`src/rtl/sfr_pkg.sv`:
```
// Shared types for the windowed framed serial receiver.
package sfr_pkg;
    // One serial bit period as seen after sampling.
    typedef struct packed {
        logic data;
        logic win;
        logic err;
        logic sync;
    } ser_bit_t;
endpackage

```
`src/rtl/sfr_sync.sv`:
```
// Multi-bit synchroniser chain. Assumes each bit may be sampled
// independently; all bits get the same latency of STAGES cycles.
module sfr_sync #(
    parameter int W      = 1,
    parameter int STAGES = 2
) (
    input  logic         clk,
    input  logic         rst_n,
    input  logic [W-1:0] d,
    output logic [W-1:0] q
);
    logic [W-1:0] chain [STAGES];

    // Shift the inputs down the flip-flop chain.
    always_ff @(posedge clk) begin
        if (!rst_n) begin
            for (int i = 0; i < STAGES; i++) chain[i] <= '0;
        end else begin
            chain[0] <= d;
            for (int i = 1; i < STAGES; i++) chain[i] <= chain[i-1];
        end
    end

    assign q = chain[STAGES-1];
endmodule

```
`src/rtl/sfr_sampler.sv`:
```
// Brings the serial clock and its four companion lines into the system
// clock domain and produces one strobe per serial rising edge together
// with the values of the lines at that edge. Assumes the source changes
// its lines away from the serial rising edge and that the serial clock
// stays at each level for at least two system clock cycles.
module sfr_sampler
    import sfr_pkg::*;
#(
    parameter int SYNC_STAGES = 2
) (
    input  logic     clk,
    input  logic     rst_n,
    input  logic     ser_clk,
    input  ser_bit_t raw_bit,
    output logic     smp_stb,
    output ser_bit_t smp_bit
);
    localparam int LINES = $bits(ser_bit_t) + 1;

    logic [LINES-1:0] synced;
    logic             clk_prev;

    sfr_sync #(.W(LINES), .STAGES(SYNC_STAGES)) u_sync (
        .clk   (clk),
        .rst_n (rst_n),
        .d     ({ser_clk, raw_bit}),
        .q     (synced)
    );

    // Detect the serial rising edge and capture the lines at it.
    always_ff @(posedge clk) begin
        if (!rst_n) begin
            clk_prev <= 1'b0;
            smp_stb  <= 1'b0;
            smp_bit  <= '0;
        end else begin
            clk_prev <= synced[LINES-1];
            smp_stb  <= synced[LINES-1] & ~clk_prev;
            smp_bit  <= synced[LINES-2:0];
        end
    end


    // strobe_gap_chk: one sample per serial edge, never two in a row
    strobe_gap_chk: assert property (@(posedge clk) disable iff (!rst_n)
        smp_stb |=> !smp_stb);
endmodule

```
`src/rtl/sfr_assembler.sv`:
```
// Packs windowed serial bits into bytes, MSB first, with an OR'ed error
// flag and a first-of-frame marker. A frame start is the rising edge of
// the sampled sync line; it takes effect on the first bit inside the
// window at or after the edge and drops any partial byte.
module sfr_assembler
    import sfr_pkg::*;
#(
    parameter int BYTE_W = 8
) (
    input  logic              clk,
    input  logic              rst_n,
    input  logic              smp_stb,
    input  ser_bit_t          smp_bit,
    output logic              out_valid,
    output logic [BYTE_W-1:0] out_data,
    output logic              out_err,
    output logic              out_first
);
    localparam int CNT_W = (BYTE_W > 2) ? $clog2(BYTE_W) : 1;
    localparam logic [CNT_W-1:0] LAST_POS = CNT_W'(BYTE_W - 1);

    logic [CNT_W-1:0]  cnt;
    logic [BYTE_W-1:0] acc;
    logic              err_acc;
    logic              first_acc;
    logic              pending;
    logic              sync_prev;

    logic              sync_rise;
    logic              starting;
    logic [CNT_W-1:0]  bit_pos;
    logic [BYTE_W-1:0] nxt_acc;
    logic              nxt_err;
    logic              nxt_first;

    // Work out where the current bit lands and the resulting byte state.
    always_comb begin
        sync_rise = smp_bit.sync & ~sync_prev;
        starting  = smp_stb & smp_bit.win & (pending | sync_rise);
        bit_pos   = starting ? '0 : cnt;
        nxt_acc   = starting ? {{(BYTE_W-1){1'b0}}, smp_bit.data}
                             : {acc[BYTE_W-2:0], smp_bit.data};
        nxt_err   = (starting ? 1'b0 : err_acc) | smp_bit.err;
        nxt_first = starting | first_acc;
    end

    // Update assembly state on each sample and emit full bytes.
    always_ff @(posedge clk) begin
        if (!rst_n) begin
            cnt       <= '0;
            acc       <= '0;
            err_acc   <= 1'b0;
            first_acc <= 1'b0;
            pending   <= 1'b0;
            sync_prev <= 1'b0;
            out_valid <= 1'b0;
            out_data  <= '0;
            out_err   <= 1'b0;
            out_first <= 1'b0;
        end else begin
            out_valid <= 1'b0;
            if (smp_stb) begin
                sync_prev <= smp_bit.sync;
                if (smp_bit.win) begin
                    pending <= 1'b0;
                    if (bit_pos == LAST_POS) begin
                        out_valid <= 1'b1;
                        out_data  <= nxt_acc;
                        out_err   <= nxt_err;
                        out_first <= nxt_first;
                        cnt       <= '0;
                        acc       <= '0;
                        err_acc   <= 1'b0;
                        first_acc <= 1'b0;
                    end else begin
                        cnt       <= bit_pos + CNT_W'(1);
                        acc       <= nxt_acc;
                        err_acc   <= nxt_err;
                        first_acc <= nxt_first;
                    end
                end else if (sync_rise) begin
                    pending <= 1'b1;
                end
            end
        end
    end


    // win_gate_chk: a bit outside the window leaves byte state alone
    win_gate_chk: assert property (@(posedge clk) disable iff (!rst_n)
        (smp_stb && !smp_bit.win) |=> ($stable(cnt) && $stable(err_acc) && !out_valid));


    // frame_align_chk: a frame-starting bit is always bit position zero
    frame_align_chk: assert property (@(posedge clk) disable iff (!rst_n)
        starting |=> (cnt == CNT_W'(1)));


    // single_pulse_chk: byte strobe lasts one cycle
    single_pulse_chk: assert property (@(posedge clk) disable iff (!rst_n)
        out_valid |=> !out_valid);


    // out_src_chk: a byte only follows a sample inside the window
    out_src_chk: assert property (@(posedge clk) disable iff (!rst_n)
        out_valid |-> $past(smp_stb && smp_bit.win));
endmodule

```
`src/rtl/serial_frame_rx.sv`:
```
// Top of the windowed framed serial receiver: synchronising sampler
// followed by the byte assembler. Assumes the system clock runs at least
// four times faster than the serial clock.
module serial_frame_rx
    import sfr_pkg::*;
#(
    parameter int BYTE_W      = 8,
    parameter int SYNC_STAGES = 2
) (
    input  logic              clk,
    input  logic              rst_n,
    input  logic              ser_clk,
    input  logic              ser_data,
    input  logic              ser_win,
    input  logic              ser_err,
    input  logic              ser_sync,
    output logic              byte_valid,
    output logic [BYTE_W-1:0] byte_data,
    output logic              byte_err,
    output logic              byte_first
);
    ser_bit_t raw_bit;
    ser_bit_t smp_bit;
    logic     smp_stb;

    assign raw_bit = '{data: ser_data, win: ser_win, err: ser_err, sync: ser_sync};

    sfr_sampler #(.SYNC_STAGES(SYNC_STAGES)) u_sampler (
        .clk     (clk),
        .rst_n   (rst_n),
        .ser_clk (ser_clk),
        .raw_bit (raw_bit),
        .smp_stb (smp_stb),
        .smp_bit (smp_bit)
    );

    sfr_assembler #(.BYTE_W(BYTE_W)) u_asm (
        .clk       (clk),
        .rst_n     (rst_n),
        .smp_stb   (smp_stb),
        .smp_bit   (smp_bit),
        .out_valid (byte_valid),
        .out_data  (byte_data),
        .out_err   (byte_err),
        .out_first (byte_first)
    );
endmodule

```
`config.mk`:
```
export PLATFORM = sky130hd
export DESIGN_NAME = serial_frame_rx
export DESIGN_NICKNAME = d
export VERILOG_FILES = /design/src/rtl/sfr_pkg.sv /design/src/rtl/sfr_sync.sv /design/src/rtl/sfr_sampler.sv /design/src/rtl/sfr_assembler.sv /design/src/rtl/serial_frame_rx.sv
export SDC_FILE = /design/constraint.sdc
export NUM_CORES = 1
export LEC_CHECK = 0
export ABC_AREA = 0
export BUFFER_PORTS_ARGS = -buffer_cell sky130_fd_sc_hd__buf_2
export CAP_MARGIN = 15
export CORE_MARGIN = 1.5
export CORE_UTILIZATION = 30
export CTS_BUF_LIST = sky130_fd_sc_hd__clkbuf_8
export DETAILED_ROUTE_END_ITERATION = 12
export PLACE_DENSITY = 0.53
export SKIP_CTS_REPAIR_TIMING = 1
export SLEW_MARGIN = 20
export SYNTH_ARGS = -nofsm -noshare
export SYNTH_HDL_FRONTEND = slang
export SYNTH_SLANG_ARGS = --single-unit
```
`constraint.sdc`:
```
create_clock -name clk -period 3.8 [get_ports clk]
set_input_delay 0.57 -clock clk [delete_from_list [all_inputs] [get_ports clk]]
set_output_delay 0.57 -clock clk [all_outputs]
set_load 0.1 [all_outputs]
```
==> results of run 1 <==
==> cells by family after synthesis <==
logic type,count (synthesis),synth area share
AO/OA/AOI/OAI,26,0.114
adder cells (fa/ha/maj),3,0.0254
AND/OR/NAND/NOR,65,0.233
multiplexers,2,0.0135
buffers and inverters,11,0.0584
flip-flops,41,0.555
==> flip-flops by register name (all words and copies together) (netlist names) <==
signal / count
u_asm.out_valid: 1
u_asm.acc: 7
u_asm.out_first: 1
u_sampler.clk_prev: 1
u_asm.sync_prev: 1
u_asm.out_data: 8
u_sampler.smp_bit: 4
u_asm.pending: 1
u_asm.first_acc: 1
u_sampler.u_sync.chain: 10
u_sampler.smp_stb: 1
u_asm.out_err: 1
u_asm.err_acc: 1
u_asm.cnt: 3
==> area by class of cell <==
class | count | area (sq um) | area share
multi-input cells | 96 | 571 | 0.345
clock buffers | 6 | 82.6 | 0.0499
flip-flops and latches | 41 | 821 | 0.496
clock inverters | 1 | 3.75 | 0.00227
inverters | 2 | 7.51 | 0.00454
repair buffers | 17 | 85.1 | 0.0514
well taps | 67 | 83.8 | 0.0507
==> routing by layer <==
metal / vias up / GRT usage
met4: 0 / 0.0755
met3: 8 / 0.0249
met2: 19 / 0.170
met5: - / 0
met1: 479 / 0.119
li1: 533 / -
==> critical path, stage by stage (launching register included) <==
cell and delay, ns:
sky130_fd_sc_hd__dfxtp_1 0.31, sky130_fd_sc_hd__nand2b_1 0.29, sky130_fd_sc_hd__a21oi_1 0.37, sky130_fd_sc_hd__nor2b_1 0.09, sky130_fd_sc_hd__ha_1 0.23, sky130_fd_sc_hd__ha_1 0.21, sky130_fd_sc_hd__and3_4 0.23, sky130_fd_sc_hd__o21bai_1 0.18
sky130_fd_sc_hd__a311oi_2 0.23
==> through the flow <==
step	setup slack [ns]	power, W	std cells
finish	1.58	0.000741	230
global placement	1.68	0.000468	223
floorplan	1.87	0.000464	148
CTS	1.58	0.000747	230
global route	1.46	0.000764	230
detailed placement	1.60	0.000468	223
==> layout by cell type (no fill, tap or decap) <==
cell type                  instances
sky130_fd_sc_hd__nand3b_1          2
sky130_fd_sc_hd__nand2b_1          1
sky130_fd_sc_hd__nand3_4           1
sky130_fd_sc_hd__mux2i_1           2
sky130_fd_sc_hd__o211a_1           1
sky130_fd_sc_hd__and3_4            1
sky130_fd_sc_hd__buf_2            17
sky130_fd_sc_hd__nor3_1            1
sky130_fd_sc_hd__nor2b_1           4
sky130_fd_sc_hd__o221a_1           1
sky130_fd_sc_hd__a311oi_2          1
sky130_fd_sc_hd__o22ai_1          10
sky130_fd_sc_hd__a21oi_1           8
sky130_fd_sc_hd__and2_4            1
sky130_fd_sc_hd__o21bai_1          1
sky130_fd_sc_hd__inv_1             3
sky130_fd_sc_hd__clkbuf_8          6
sky130_fd_sc_hd__a31oi_1           2
sky130_fd_sc_hd__o21ai_0           2
sky130_fd_sc_hd__and2_1           16
sky130_fd_sc_hd__nand2_1          26
sky130_fd_sc_hd__nand4_1           3
sky130_fd_sc_hd__nor2_1            5
sky130_fd_sc_hd__dfxtp_1          41
sky130_fd_sc_hd__ha_1              3
sky130_fd_sc_hd__nand3_1           4
==> power groups by stage <==
| stage | clock network [W] | logic (W) | registers, W |
|---|---|---|---|
| 2_1_floorplan | 0 | 0.0000149 | 0.000449 |
| 3_3_place_gp | 0 | 0.0000181 | 0.000450 |
| 3_5_place_dp | 0 | 0.0000184 | 0.000450 |
| 4_1_cts | 0.000289 | 0.0000185 | 0.000440 |
| 5_1_grt | 0.000303 | 0.0000206 | 0.000441 |
| 6_report | 0.000283 | 0.0000182 | 0.000440 |
==> final timing paths <==
check,end,cells past startpoint,slack (ns)
worst min-delay path,u_sampler.smp_stb$_SDFF_PN0_,1,0.39
worst max register to register,u_asm.cnt[0]$_SDFFE_PN0P_,8,1.58
worst max-delay path,u_asm.cnt[0]$_SDFFE_PN0P_,8,1.58
worst min register to register,u_sampler.smp_stb$_SDFF_PN0_,1,0.39
==> results.md, run 1 <==
STA:
- The number of pins exceeding their max-slew limit in the final report is 0.
- The number of endpoints with negative hold slack in the final report is 0.
- In this run the tightest slew margin relative to its limit is 0.646.
- The maximum clock frequency is 451 MHz.
- The worst slack on hold paths is 0.386 ns.
- Setup repair after global routing left no endpoint under its margin.
- The final critical delay including setup and external delays is about 2.2 ns.
- The number of endpoints failing setup at the final stage is 0.
- On the final layout, the worst clock skew is approximately 0.0098 ns.
- Setup total negative slack on the finished layout was measured at 0 ns.
- At the pin with the least slew margin, the transition time is about 0.53 ns.
- The share of the clock period used by the worst path after layout is 0.583.

Yosys:
- The instance count of the mapped netlist is between 100 and 150.
- Of the synthesized area, sequential elements account for 0.555.
- The leading register cell type out of synthesis is sky130_fd_sc_hd__dfxtp_1.
- The area of the mapped netlist is between 1000 and 1500 sq um.
- The number of register bits inferred by synthesis is about 40.
- The number of nets in the synthesized netlist is between 150 and 200.
- After synthesis, the most frequently instantiated cells are sky130_fd_sc_hd__dfxtp_1 (41), sky130_fd_sc_hd__nand2_1 (26), sky130_fd_sc_hd__and2_1 (16).
- The most numerous cell in the Yosys netlist is sky130_fd_sc_hd__dfxtp_1.
- Ranked by total cell area, the synthesized netlist is headed by sky130_fd_sc_hd__dfxtp_1 (56%), sky130_fd_sc_hd__and2_1 (6.8%), sky130_fd_sc_hd__nand2_1 (6.6%), sky130_fd_sc_hd__o22ai_1 (4.2%), sky130_fd_sc_hd__a21oi_1 (2.7%).
- The count of cell types in the netlist is 29.
- The share of synthesized registers carrying an async set or reset is 0.
- sky130_fd_sc_hd__dfxtp_1 takes more of the synthesized area than any other cell.
- The share of synthesized area in the top cell type comes to 0.555.
- The warning count from the yosys run is 0.
- Yosys mapped a number of flops with a built-in enable equal to 0.
- After synthesis, the mean cell area works out to 9.98 sq um.

Floorplan:
- 18 I/O pins were placed.
- Row generation in the floorplan step produced 25 rows.
- The placeable core region is between 4000 and 5000 sq um.
- The horizontal die dimension is about 73 microns.
- The vertical die dimension is 73.2 microns.
- The die outline area is roughly 5400 sq um.
- The effective utilization at floorplan is 0.313.

Drt:
- The average wire per cell in the routed design is roughly 11 microns.
- The wire length the detailed router placed on met1 is between 1000 and 1500 microns.
- The post-route DRC violation count is 0.
- The wire length on met3 is roughly 92 microns.
- The first-iteration detailed-routing DRC count is slightly above 50.
- The number of nets still failing antenna checks after routing is 0.
- The detailed router placed 1039 vias in this run.
- The uppermost layer routed is met4.
- The routed design uses 1210 microns of met2 wire.
- Using the TritonRoute via totals, the vias-per-cell ratio works out to 4.52.
- The routed wire length is between 2000 and 3000 microns.
- Before antenna repair, the detailed router went through 4 iterations.

Final layout:
- The share of post-route cells with drive strength above 1 is 0.166.
- Once layout is done, the placed cells without fillers occupy 1650 sq um.
- The net count reported at finish is between 150 and 200.
- The filler cell count is a little under 500.
- The share of the core filled with cells is 0.350.
- The area growth from synthesis to layout is 11.9%.
- The number of antenna repair diodes is 0.

Placement:
- Detailed placement ended at an HPWL of ~1700 microns.
- In this run the tool buffered the top-level ports with 17 buffer cells.
- The congestion estimate from routability-driven global placement came to 0.779.
- Once placement finished, the instance area stood at around 1600 sq um.

Power:
- Cell internal power was estimated by the tool at around 0.00059 W.
- Power spread over the standard cell area amounts to 448 nW/um^2.
- The leakage power figure is roughly 0.65 nW.
- The part of the power in combinational logic is 0.025.
- The relative contribution of the clock network to total power is 0.382.
- The net switching power is ~0.00016 W.
- The switching share of power is 0.210.
- The proportion of power drawn by flip-flops and latches is 0.594.
- IR analysis of the VDD net gives a maximum drop of about 0.0002 V.

Clocking:
- CTS placed an instance of sky130_fd_sc_hd__clkbuf_8 at the clock tree root.
- In this run the number of H-tree levels came out at 2.
- TritonCTS built the clock tree.
- The number of clock buffers added by TritonCTS is 5.
- The clock-pin slew reported for the worst setup and hold paths after clock tree synthesis is around 0.080 ns.
- For the worst-skew pair, the clock arrives at the later sink with an insertion delay of roughly 0.3 ns.
- CTS saw 41 sinks.
- The maximum clock path buffer count is 2.

Global routing:
- The largest net degree at the start of global routing is 38.
- Global routing finished with a remaining overflow of 0.
- The first global-routing pass estimated slightly above 4000 microns of wire.
- The number of antenna violations at the first check in global routing is 0.
- The number of global-route vias before repair came to 990.
- The global-route usage over all layers is 0.104.

Worst setup path:
- The required time of the worst setup path is 4.01 ns.
- The critical path is of the reg2reg type.
- The most critical setup path has its startpoint at u_asm.sync_prev$_SDFFE_PN0P_.
- At the worst endpoint, the arrival time is ~2.4 ns.
- The worst setup path is launched from a flip-flop.
- The endpoint type of the worst setup path is a flip-flop.
- Of all nets on the critical path, the largest fanout is 13.
- The critical register-to-register path startpoint is u_asm.sync_prev$_SDFFE_PN0P_.

Run:
- Across the run, the number of max-cap violations was 0.

Min path:
- The worst hold path startpoint is u_sampler.clk_prev$_SDFF_PN0_.
- The class of the tightest hold or removal check is reg2reg.

Status:
- The run finished with clean final reports.
(Power assumes the default switching activity.)
==> inputs of run 2 (changes only) <==
PLACE_DENSITY = 0.54   (was 0.53)
clock period = 1.8 ns   (was 3.8 ns; I/O delays follow)
==> run 2 against run 1 <==
Clock-buffer cell count is the same. Clock skew is 0.0044 ns lower. Power increased by 110%. Wire length increased by 8.4%. Final cell count increased by 4.8%. Via count rose by 1.7%. Sequential power up 110%. Maximum frequency increased by 30%. Largest cell class unchanged. First-iteration DRC count is 14% lower. Largest power group unchanged. Design area is 7.6% higher.
==> results.md, run 2 (synthesis results as in run 1) <==
Status:
- The flow ran to the end, and the final reports show no timing, DRC or antenna violations.

Drt:
- The average wire per cell in the routed design is 11.5 microns.
- In the routed layout, each cell is associated on average with a via count of 4.39.
- The total number of vias is 1057.
- After detailed routing, the number of remaining DRC violations is 0.
- The number of optimization iterations in the first detailed-route pass is 4.
- After the first detailed-routing iteration, the DRC count stood at 44.
- The count of nets left with antenna violations once routing finished came out at 0.
- The routed wire length is 2780 microns.

Power:
- Of the total power, the share spent switching nets is 0.207.
- The relative contribution of the clock network to total power is 0.380.
- Dividing total power by cell area gives a power density of 882 nW/um^2.
- The proportion of power drawn by flip-flops and latches is 0.592.
- For this design the total switching power over the nets is about 0.00032 W.
- Internal power comes to approximately 0.0012 W.
- The leakage power figure is about 0.7 nW.
- The part of the power in combinational logic is 0.029.
- VDD sags by at most between 0.0005 and 0.0006 V.

Global routing:
- Global routing finished with a remaining overflow of 0.
- The global-route usage over all layers is 0.112.
- The number of antenna violations at the first check in global routing is 0.
- The wire length of the first global-routing pass is 4540 microns.
- The largest net degree at the start of global routing is 20.
- The number of global-route vias before repair is slightly above 1000.

Placement:
- In this run the tool buffered the top-level ports with 17 buffer cells.
- The number of placed instances, taps included, is between 200 and 250.
- OpenSTA, run right after detailed placement, puts the worst setup slack at -0.0208 ns.
- Routability-driven placement finished with a final weighted congestion of about 0.77.
- The half-perimeter wire length of the detailed placement result is between 1500 and 2000 microns.

Clocking:
- CTS built an H-tree with a depth of 2.
- The root buffer selected by CTS is sky130_fd_sc_hd__clkbuf_8.
- TritonCTS built the clock tree.
- Clock tree synthesis inserted a total of 5 buffers.
- In this run the deepest clock path goes through 2 buffers.
- For the worst-skew pair, the clock arrives at the later sink with an insertion delay of between 0.2 and 0.3 ns.
- The total number of clock tree sinks is between 40 and 50.
- The clock-pin slew reported for the worst setup and hold paths after clock tree synthesis is 0.07 ns.

Floorplan:
- The vertical die dimension is around 73 microns.
- After floorplanning, the core was sized to cover between 4000 and 5000 sq um.
- After floorplanning, the core was divided into 25 placement rows.
- Pin placement for this block handled 18 I/O pins.
- From left edge to right edge, the die measures roughly 73 microns.
- The die outline area is ~5400 sq um.
- The initial utilization of the core area, before any placement, comes to 0.313.

Worst setup path:
- The peak fanout along the critical path is 6.
- The endpoint of the worst setup timing path is u_asm.out_data[2]$_SDFFE_PN0P_.
- The worst setup path is launched from a flip-flop.
- Counting cells, the worst reg-to-reg path comes to 9.
- The arrival time at the worst endpoint is 1.91 ns.
- The start point of the critical path is u_asm.sync_prev$_SDFFE_PN0P_.
- The worst setup path is captured at a flip-flop.
- At the worst endpoint, the required time is 2.01 ns.
- The critical register-to-register path startpoint is u_asm.sync_prev$_SDFFE_PN0P_.
- The critical path is of the reg2reg type.
- Across all register-to-register paths, the minimum setup slack is approximately 0.095 ns.
- The worst register-to-register path ends at u_asm.out_data[2]$_SDFFE_PN0P_.

STA:
- The worst pin sits at a relative slew slack of 0.677.
- The number of endpoints failing setup at the final stage is 0.
- Setup repair after global routing left no endpoint under its margin.
- The number of pins exceeding their max-slew limit in the final report is 0.
- The transition at the pin with the smallest max-transition slack is approximately 0.5 ns.
- The number of endpoints with negative hold slack in the final report is 0.
- After layout, the worst setup slack is around 0.095 ns.
- The final critical delay including setup and external delays is roughly 1.7 ns.
- The maximum clock frequency is 587 MHz.
- On the final layout, the worst clock skew is ~0.0054 ns.
- The share of the clock period used by the worst path after layout is 0.947.

Final layout:
- The count of cells in the finished layout, fillers not included, comes to around 240.
- The layout has ~470 filler cells.
- The number of antenna repair diodes is 0.
- More flip-flops sit in one register than any other, and that register is u_sampler.u_sync.chain.
- The area growth from synthesis to layout is 20.4%.
- The net count reported at finish is between 150 and 200.
- In the final layout, the registers with the most flip-flops are u_sampler.u_sync.chain x10, u_asm.out_data x8, u_asm.acc x7.
- The share of post-route cells with drive strength above 1 is 0.264.
- The flip-flop count of the largest register, all copies and words added is 10.
- Leaving out fill and tap cells, the most frequent cell in the layout is sky130_fd_sc_hd__dfxtp_1.
- In the layout the commonest cells are sky130_fd_sc_hd__dfxtp_1 (39), sky130_fd_sc_hd__nand2_1 (25), sky130_fd_sc_hd__buf_2 (17).

Run:
- The total of max-cap violations is 0.

Min path:
- The class of the tightest hold or removal check is in2reg.
## run 2: cell types whose count changed in the layout (fill, tap and decap cells not counted), sizes merged
cell	previous run	this run
buf	17	28
inv	3	2
clkinvlp	0	1
## run 2: final cells by class
class,instances,area [sq um],area share
Clock buffer,6,82.6,0.0464
Multi-Input combinational cell,96,607,0.341
Inverter,2,7.51,0.00422
Sequential cell,41,823,0.463
Timing Repair Buffer,28,168,0.0942
Tap cell,67,83.8,0.0471
Clock inverter,1,7.51,0.00422
## run 2: routing by layer
metal  wire length (microns)  GRT usage  vias to the layer above
met1                    1290      0.136                      475
li1                        -          -                      550
met5                       0          0                        -
met2                    1320      0.170                       26
met3                     110     0.0345                        6
met4                      63     0.0776                        0
## run 2: worst min path at each step
stage / cells after the start / startpoint / endpoint
finish: 2 / ser_win / u_sampler.u_sync.chain[0][2]$_SDFF_PN0_
CTS: 2 / ser_sync / u_sampler.u_sync.chain[0][0]$_SDFF_PN0_
global placement: 1 / u_sampler.clk_prev$_SDFF_PN0_ / u_sampler.smp_stb$_SDFF_PN0_
floorplan: 1 / u_sampler.clk_prev$_SDFF_PN0_ / u_sampler.smp_stb$_SDFF_PN0_
detailed placement: 1 / u_sampler.clk_prev$_SDFF_PN0_ / u_sampler.smp_stb$_SDFF_PN0_
global route: 2 / ser_win / u_sampler.u_sync.chain[0][2]$_SDFF_PN0_
## run 2: worst max-delay path: stages, from the launching register on
cell and delay [ns]:
sky130_fd_sc_hd__dfxtp_2 0.33, sky130_fd_sc_hd__nand2b_4 0.13, sky130_fd_sc_hd__a21oi_4 0.06, sky130_fd_sc_hd__nor2b_1 0.13, sky130_fd_sc_hd__ha_2 0.22, sky130_fd_sc_hd__ha_4 0.14
sky130_fd_sc_hd__and3_4 0.23, sky130_fd_sc_hd__nand3_4 0.10, sky130_fd_sc_hd__buf_4 0.16, sky130_fd_sc_hd__o22ai_1 0.12
## run 2: metrics by stage
stage                     hold WS (ns)  setup TNS [ns]  cell area [sq um]  total power (W)   util
final                            0.184               0               1780          0.00157  0.377
after CTS                        0.177         -0.0562               1750          0.00159  0.370
after detailed placement         0.373         -0.0208               1660         0.000994  0.351
after floorplan                  0.367               0               1490         0.000980      -
after global placement           0.375               0               1660         0.000992  0.351
after global routing             0.174               0               1780          0.00164  0.377
## run 2: power groups by stage
stage | sequential, W | clock, W | combinational (W)
finish | 0.000928 | 0.000596 | 0.0000449
global route | 0.000929 | 0.000661 | 0.0000497
CTS | 0.000928 | 0.000620 | 0.0000451
detailed placement | 0.000949 | 0 | 0.0000449
global placement | 0.000949 | 0 | 0.0000438
floorplan | 0.000948 | 0 | 0.0000320
